===== src/rtl/nor_id_probe.sv =====
module nor_id_probe #(
  parameter int          ADDR_W     = 22,
  parameter int          DATA_W     = 32,
  parameter int          CLK_HZ     = 50_000_000,
  parameter int          WAIT_US    = 100,
  parameter logic [31:0] BANK_BASE  = 32'h0,
  parameter logic [7:0]  MAN_UNLOCK = 8'h01,
  parameter logic [7:0]  MAN_STATUS = 8'h89,
  parameter logic [15:0] ID_UNI     = 16'h22D7,
  parameter logic [15:0] ID_C8      = 16'h88C1,
  parameter logic [15:0] ID_C16     = 16'h88C3,
  parameter logic [15:0] ID_C32     = 16'h88C5,
  parameter logic [15:0] ID_C64     = 16'h88CD,
  parameter logic [15:0] ID_B8      = 16'h8892,
  parameter logic [15:0] ID_B16     = 16'h8894,
  parameter logic [15:0] ID_B32     = 16'h8896,
  parameter logic [15:0] ID_B64     = 16'h8898
) (
  input  logic              clk,
  input  logic              rst_n,
  input  logic              start,
  output logic              done,
  output logic [ADDR_W-1:0] bus_addr,
  output logic [DATA_W-1:0] bus_wdata,
  input  logic [DATA_W-1:0] bus_rdata,
  output logic              bus_we,
  output logic              bus_re,
  output logic [1:0]        family,
  output logic [3:0]        dev_type,
  output logic [31:0]       size_bytes,
  output logic [7:0]        sect_count,
  input  logic [7:0]        sect_idx,
  output logic [31:0]       sect_addr
);

  localparam int          LANES     = DATA_W / 16;
  localparam int          WAIT_CYC  = (CLK_HZ / 1_000_000) * WAIT_US;
  localparam int          CNT_W     = $clog2(WAIT_CYC + 1);
  localparam logic [31:0] BOOT_UNIT = 32'(32'h2000 * LANES);
  localparam logic [31:0] MAIN_UNIT = 32'(32'h10000 * LANES);
  localparam logic [31:0] MB_UNIT   = 32'(32'h100000 * LANES);

  typedef enum logic [3:0] {
    S_IDLE = 4'd0, S_UNL1 = 4'd1, S_UNL2 = 4'd2, S_CMD  = 4'd3,
    S_WAIT = 4'd4, S_RMAN = 4'd5, S_CMAN = 4'd6, S_RDEV = 4'd7,
    S_CDEV = 4'd8, S_EXIT = 4'd9, S_DONE = 4'd10
  } state_t;

  state_t           state, nxt;
  logic [CNT_W-1:0] cnt;
  logic [1:0]       man_fam, man_dec, fam_q;
  logic [3:0]       dev_dec, typ_q;
  logic [7:0]       mb;
  logic [31:0]      off;
  logic             known;

  function automatic logic [DATA_W-1:0] lanes(input logic [7:0] b);
    return {LANES{8'h00, b}};
  endfunction

  function automatic logic [DATA_W-1:0] wide(input logic [15:0] c);
    return {LANES{c}};
  endfunction

  always_comb begin
    if (bus_rdata[7:0] == MAN_UNLOCK)      man_dec = 2'd1;
    else if (bus_rdata[7:0] == MAN_STATUS) man_dec = 2'd2;
    else                                   man_dec = 2'd0;
  end

  always_comb begin
    if      (bus_rdata == wide(ID_UNI)) dev_dec = 4'd1;
    else if (bus_rdata == wide(ID_C8))  dev_dec = 4'd2;
    else if (bus_rdata == wide(ID_C16)) dev_dec = 4'd3;
    else if (bus_rdata == wide(ID_C32)) dev_dec = 4'd4;
    else if (bus_rdata == wide(ID_C64)) dev_dec = 4'd5;
    else if (bus_rdata == wide(ID_B8))  dev_dec = 4'd6;
    else if (bus_rdata == wide(ID_B16)) dev_dec = 4'd7;
    else if (bus_rdata == wide(ID_B32)) dev_dec = 4'd8;
    else if (bus_rdata == wide(ID_B64)) dev_dec = 4'd9;
    else                                dev_dec = 4'd0;
  end

  assign known = (man_fam != 2'd0) && (dev_dec != 4'd0);

  always_comb begin
    case (state)
      S_IDLE:  nxt = start ? S_UNL1 : S_IDLE;
      S_UNL1:  nxt = S_UNL2;
      S_UNL2:  nxt = S_CMD;
      S_CMD:   nxt = S_WAIT;
      S_WAIT:  nxt = (cnt == '0) ? S_RMAN : S_WAIT;
      S_RMAN:  nxt = S_CMAN;
      S_CMAN:  nxt = S_RDEV;
      S_RDEV:  nxt = S_CDEV;
      S_CDEV:  nxt = known ? S_EXIT : S_DONE;
      S_EXIT:  nxt = S_DONE;
      default: nxt = S_IDLE;
    endcase
  end

  always_ff @(posedge clk or negedge rst_n) begin
    if (!rst_n) begin
      state   <= S_IDLE;
      cnt     <= '0;
      man_fam <= 2'd0;
      fam_q   <= 2'd0;
      typ_q   <= 4'd0;
    end else begin
      state <= nxt;
      if (state == S_CMD)       cnt <= CNT_W'(WAIT_CYC - 1);
      else if (state == S_WAIT) cnt <= cnt - 1'b1;
      if (state == S_IDLE && start) begin
        fam_q <= 2'd0;
        typ_q <= 4'd0;
      end
      if (state == S_CMAN) man_fam <= man_dec;
      if (state == S_CDEV && known) begin
        fam_q <= man_fam;
        typ_q <= dev_dec;
      end
    end
  end

  assign bus_we = (state == S_UNL1) || (state == S_UNL2) ||
                  (state == S_CMD)  || (state == S_EXIT);
  assign bus_re = (state == S_RMAN) || (state == S_RDEV);
  assign done   = (state == S_DONE);

  always_comb begin
    case (state)
      S_UNL1, S_CMD: bus_addr = ADDR_W'(11'h555);
      S_UNL2:        bus_addr = ADDR_W'(11'h2AA);
      S_RDEV:        bus_addr = ADDR_W'(1);
      default:       bus_addr = '0;
    endcase
  end

  always_comb begin
    case (state)
      S_UNL1:  bus_wdata = lanes(8'hAA);
      S_UNL2:  bus_wdata = lanes(8'h55);
      S_CMD:   bus_wdata = lanes(8'h90);
      S_EXIT:  bus_wdata = (fam_q == 2'd2) ? lanes(8'hFF) : lanes(8'hF0);
      default: bus_wdata = '0;
    endcase
  end

  always_comb begin
    case (typ_q)
      4'd1:       begin sect_count = 8'd128; mb = 8'd8; end
      4'd2, 4'd6: begin sect_count = 8'd23;  mb = 8'd1; end
      4'd3, 4'd7: begin sect_count = 8'd39;  mb = 8'd2; end
      4'd4, 4'd8: begin sect_count = 8'd71;  mb = 8'd4; end
      4'd5, 4'd9: begin sect_count = 8'd135; mb = 8'd8; end
      default:    begin sect_count = 8'd0;   mb = 8'd0; end
    endcase
  end

  assign size_bytes = 32'(mb) * MB_UNIT;
  assign family     = fam_q;
  assign dev_type   = typ_q;

  always_comb begin
    if (typ_q >= 4'd2 && sect_idx >= 8'd8) off = 32'(sect_idx - 8'd7) * MAIN_UNIT;
    else if (typ_q >= 4'd2)                off = 32'(sect_idx) * BOOT_UNIT;
    else                                   off = 32'(sect_idx) * MAIN_UNIT;
  end

  assign sect_addr = (sect_idx < sect_count) ? BANK_BASE + off : 32'h0;

endmodule


===== config.mk =====
export PLATFORM = sky130hd
export DESIGN_NAME = nor_id_probe
export DESIGN_NICKNAME = d
export VERILOG_FILES = /design/src/rtl/nor_id_probe.sv
export SDC_FILE = /design/constraint.sdc
export NUM_CORES = 1
export LEC_CHECK = 0
export ABC_AREA = 1
export ABC_CLOCK_PERIOD_IN_PS = 2100
export BUFFER_PORTS_ARGS = -buffer_cell sky130_fd_sc_hd__buf_2
export CAP_MARGIN = 10
export CELL_PAD_IN_SITES_DETAIL_PLACEMENT = 0
export CELL_PAD_IN_SITES_GLOBAL_PLACEMENT = 1
export CORE_MARGIN = 1.5
export CORE_UTILIZATION = 27
export CTS_CLUSTER_SIZE = 10
export DETAILED_ROUTE_END_ITERATION = 10
export GPL_TIMING_DRIVEN = 0
export MAX_ROUTING_LAYER = met4
export PLACE_DENSITY = 0.83
export SYNTH_ARGS = -nofsm -noshare
export SYNTH_HDL_FRONTEND = slang
export SYNTH_SLANG_ARGS = --single-unit

===== constraint.sdc =====
create_clock -name clk -period 2.1 [get_ports clk]
set_input_delay 0.315 -clock clk [delete_from_list [all_inputs] [get_ports clk]]
set_output_delay 0.315 -clock clk [all_outputs]
set_load 0.005 [all_outputs]

; ---- Word-level counts from Yosys, hierarchy flattened
; Memories as Yosys holds them, arrays and structs flattened.
; Index checks and enable logic that the tools add are counted.
[op_classes]
n_lt_le_gt_ge = 3
reduce_logical = 15
n_addsub = 2
eq_ne = 22
muxes = 27
[op_table]
columns = cell, count
row1 = $eq 32x32->1 const B, 8
row2 = $pmux 24 s4, 1
row3 = $mux 32, 2
row4 = $mux 4, 11
row5 = $pmux 4 s10, 1
row6 = $pmux 11 s3, 1
row7 = $eq 32x30->1 const B, 1
row8 = $mux 13, 2
row9 = $mux 25, 1
row10 = $mux 20, 1
row11 = $eq 4x3->1 const B, 4
row12 = $logic_not 13->1, 1
row13 = $sub 13x1->13 const B, 1
row14 = $eq 4x4->1 const B, 3
row15 = $mux 2, 5
row16 = $sub 8x3->9 const B, 1
row17 = $eq 4x2->1 const B, 2
row18 = $eq 8x1->1 const B, 1
row19 = $eq 8x8->1 const B, 1
row20 = $ge 8x4->1 const B, 1
row21 = $lt 8x8->1, 1
row22 = $reduce_bool 2->1, 3
row23 = $eq 4x1->1 const B, 1
row24 = $ge 4x2->1 const B, 1
row25 = other kinds (7), 14
[word_totals]
register_bits = 25
memories = 1
rom_bits = 176
elab_cells = 75
[memory_table]
columns = name, depth, word_bits, rd, rd_ports_with_merged_regs, wr, line
row1 = (no name shown), 16, 11, 1, 0, 0, 150  ; case (typ_q)

; ---- Depth between registers and ports, before layout
[logic_depth]
depth_word = 14
mapped_depth = 15
ltp_nobuf = 15

; ---- Worst setup path after synthesis
; OpenSTA, ideal clock, no wires.
[synth_timing]
path_kind = flip-flop to output port
start = reg typ_q[1] (netlist: dev_type[1])
end = out sect_addr[15]
setup_slack_ns = -0.140
t_arrival_ns = 1.925
path_stages_with_launch = 11
path_buffers = 1
t_required_ns = 1.785
path_cell_list = dfrtp_1 inv_1 or2_2 nor2_1 inv_1 ha_1 a21o_1 a31oi_1 o21ai_1 buf_4 nor2_1
[synth_via]
elab_cells_between_ends = 7
cone_classes = 2 x order compare / 3 x mux / 1 x reduce/logical / 1 x memory
[synth_lines]
columns = element, line
row1 = from (decl), 52  ; logic [3:0] dev_dec, typ_q;
row2 = from (signal assigned), 120  ; typ_q <= dev_dec;
row3 = $mem_v2 16x11, --
row4 = net sect_count[5], 31  ; output logic [7:0] sect_count,
row5 = $lt 8x8->1, 170  ; assign sect_addr = (sect_idx < sect_count) ? BANK_BASE + off : 32'h0;
row6 = $mux 32, 170
row7 = to (decl), 33  ; output logic [31:0] sect_addr
; The timed path passes the listed nets, and every way through them passes these cells.

; ---- Worst setup path in the final report
[layout_timing]
start = reg typ_q[3] (netlist: dev_type[3])
end = out sect_addr[19]
[layout_via]
elab_chain_len = 4
elab_cells_between_ends = 7
cone_classes = 2 x order compare / 3 x mux / 1 x reduce/logical / 1 x memory
[layout_lines]
columns = element, line
row1 = "parallel branches: the longest is 3 deep, another holds $mem_v2 16x11", --
row2 = $mux 32 (*), 170
; Every way passes the cells marked *.

==> impl_metrics.csv <==
group,metric,value,unit
yosys,avgSynthCellArea,6.42,sq um
yosys,ys_ff_latch,25,
yosys,synth_ff_type,"dfrtp_1",
detailed_routing,wl,7920,um
sta,worst_slew_pin_slew,0.557,ns
die,die_area,12400,sq um
setup_path,r2r_cells,10,
place,placed_area,4130,sq um
detailed_routing,first_iter_violations,146,
clock_tree,clock_path_buffers,2,
final_layout,final_nets,742,
yosys,postSynthCellCount,492,
yosys,async_flop_share,100,%
setup_path,crit_arrival,2.18,ns
setup_path,worstSetupPathType,"reg -> out",
setup_path,slowest_stage,"dfrtp_2",
die,start_util,27.7,%
pwr,peakVddDrop,0.000269,V
setup_path,cp.depth,10,
pwr,clkPwrFrac,34.9,%
yosys,synth_commonest_cells,"buf_4 (102), nand2_1 (91), nor2_1 (67)",
setup_path,cpPeakStageDelay,0.47,ns
yosys,synth_area,3160,sq um
setup_path,crit_chain,"or2_4, nor2_4, inv_2, ha_1, a21o_1, a31oi_2, o21ai_4, buf_6, nor2_1, buf_2",
pwr,p_int,0.911,mW
sta,finalHoldViolCount,0,
die,fp.coreArea,11400,sq um
place,post-place-cells,811,
detailed_routing,drc,0,
yosys,ys_types,39,
place,numPortBuffers,100,
pwr,p_switching,0.339,mW
final_layout,fin_area,4510,sq um
global_route,grt_pass1_wl,13100,um
clock_tree,cts_buffers,3,
sta,finalSetupViolations,11,
setup_path,setup.worst_path.start_class,"flop",
pwr,p_comb_share,26.5,%
yosys,ys_top_cells_by_area,"buf_4 (24%), dfrtp_1 (20%), nand2_1 (11%)",
yosys,synth_mux_area_share,0,%
detailed_routing,via_count,3268,
global_route,antenna_found_initial,0,
setup_path,crit_buf_inv,3,
global_route,grt_pass1_vias,2975,
final_layout,finalNonFillerCells,832,
yosys,yosys.area_share.adder,3.57,%
yosys,ys_seq_area_share,19.8,%
yosys,synth_warnings,0,
clock_tree,clock_latency,0.26,ns
yosys,synth_compound_area_share,8.87,%
setup_path,cp-endpoint,"sect_addr[19]",
setup_path,crit_family,"simple AND/OR/NAND/NOR gates",
die,die_w,111,um
sta,max-slew-margin-rel,62.9,%
place,hpwlAfterDp,6690,um
status,status,"finished with violations",
setup_path,r2r_end,"cnt[11]$_DFFE_PN0P_",
place,place_congestion,0.817,
pwr,power-per-cell-area,277,nW/um^2
die,row_count,39,
sta,rsz0062_at_grt,"true",
yosys,synth-simple-area-share,33.4,%
yosys,synth_edf_count,0,
global_route,grt_max_degree,26,
sta,clock_skew,0.00490,ns
final_layout,area_growth,42.7,%
yosys,synth_top_area_share,24.2,%
global_route,grt-ovfl-total,0,
status,violations,"negative setup slack",
die,ioPinCount,178,
global_route,track_usage,12.7,%
final_layout,diodes,0,
final_layout,drive_gt1_share,43.4,%
job,max_cap_viol_count,0,
setup_path,rrSetupSlack,0.42,ns
clock_tree,cts_tree,"yes",
sta,finalWorstSetupSlack,-0.399,ns
place,pre_cts_ws,-0.310,ns
clock_tree,cts-root-buf,"clkbuf_16",
sta,fin_crit,2.50,ns
setup_path,reg2reg_from,"state[0]$_DFF_PN0_",
die,fp.dieH,111,um
detailed_routing,post_drt_wl_per_cell,9.52,um
sta,finalMaxSlewViolations,0,
pwr,p_sw_share,27.1,%
yosys,synth_xor_area_share,1.39,%
detailed_routing,via_per_inst,3.93,
pwr,seqPwrFrac,38.5,%
clock_tree,clkSlewWorstSetupHoldPaths,0.07,ns
setup_path,critPathRequiredTime,1.78,ns
setup_path,critPathCaptureType,"output port",
sta,period_share,119,%
yosys,yosysMostFrequentCell,"buf_4",
yosys,synth_top_family_by_area,"simple AND/OR/NAND/NOR gates",
detailed_routing,firstDrtPassIters,4,
setup_path,critical_path.startpoint,"dev_type[3]$_DFFE_PN0P_",
clock_tree,cts_hold_repair.buffers,0,
clock_tree,cts_sinks,25,
min_path,hp-class,"in -> async",
setup_path,path_max_fanout,5,
clock_tree,cts_max_level,1,
detailed_routing,antenna_left,0,
sta,fmax,400,MHz
yosys,yosysTopAreaCell,"buf_4",
pwr,power.leakage,2.69,nW
power by group through the flow:
stage               Combinational [mW]  Sequential, mW  Clock (mW)
floorplan                        0.218           0.491           0
global placement                 0.303           0.491           0
detailed placement               0.306           0.491           0
CTS                              0.314           0.481       0.435
global route                     0.371           0.481       0.465
finish                           0.332           0.481       0.437
registers in the layout (all words and copies together) (netlist names):
signal / cells
family: 2
dev_type: 4
cnt: 13
state: 4
man_fam: 2
metal layers:
metal  vias to the layer above  global-route usage (%)  wire length, um
met5                         -                       -                0
met4                         0                    2.36               79
met3                         7                   0.984              447
met2                       113                    22.4             3860
met1                      1396                    16.2             3530
li1                       1752                       -                -
cells by family (layout without fill, tap and decap cells):
family,count (synthesis),count (layout)
and+or+nand+nor,228,228
buffers and inverters,173,294
AOI/OAI and AO/OA,51,51
DFF,25,25
adders and majority gates,9,9
xor gates and xnor gates,5,5
other,1,77
through the flow:
step	util [%]	hold WS, ns	power (mW)	TNS, ns
floorplan	-	0.0194	0.709	0
detailed placement	36.2	0.340	0.797	-3.14
global route	39.5	0.0881	1.32	-5.64
finish	39.5	0.0389	1.25	-4.22
CTS	38.2	0.0618	1.23	-4.69
global placement	36.2	0.339	0.794	-2.24
placed cells by master, fill, tap and decap left out, drive strengths merged:
cell type / instances
a31oi: 1
conb: 77
a41oi: 1
a21oi: 17
a211o: 1
o221ai: 1
and2: 1
o31ai: 1
nor3: 11
o21a: 2
o21ai: 25
xor2: 2
clkinvlp: 2
xnor2: 3
ha: 9
inv: 69
nand2: 98
a21o: 1
clkbuf: 3
nor4: 1
buf: 220
dfrtp: 25
nor2: 84
nand3: 24
o211ai: 1
nand4: 5
nand3b: 1
or2: 3
cell type report:
cell class	instances	area, sq um
plain buffers	103	777
clock buffers	3	75.1
clock inverters	1	7.51
fillers	1231	6910
inverters	70	269
multi-input cells	370	1930
flip-flops and latches	25	629
well taps	143	179
repair buffers	117	639
timing repair:
action,CTS,global route
setup endpoints to repair,20,21
pin swaps,10,12
buffers inserted,9,7
gates resized for setup,22,24
gates cloned,1,0
how the worst min path moves through the flow:
stage,from,to,depth (start not counted)
3_3_place_gp,rst_n,cnt[6]$_DFFE_PN0P_,1
2_1_floorplan,rst_n,cnt[0]$_DFFE_PN0P_,0
5_1_grt,rst_n,state[2]$_DFF_PN0_,1
3_5_place_dp,rst_n,cnt[5]$_DFFE_PN0P_,1
4_1_cts,rst_n,state[2]$_DFF_PN0_,1
6_report,rst_n,cnt[6]$_DFFE_PN0P_,1
Power figures use the tool's default switching activity.
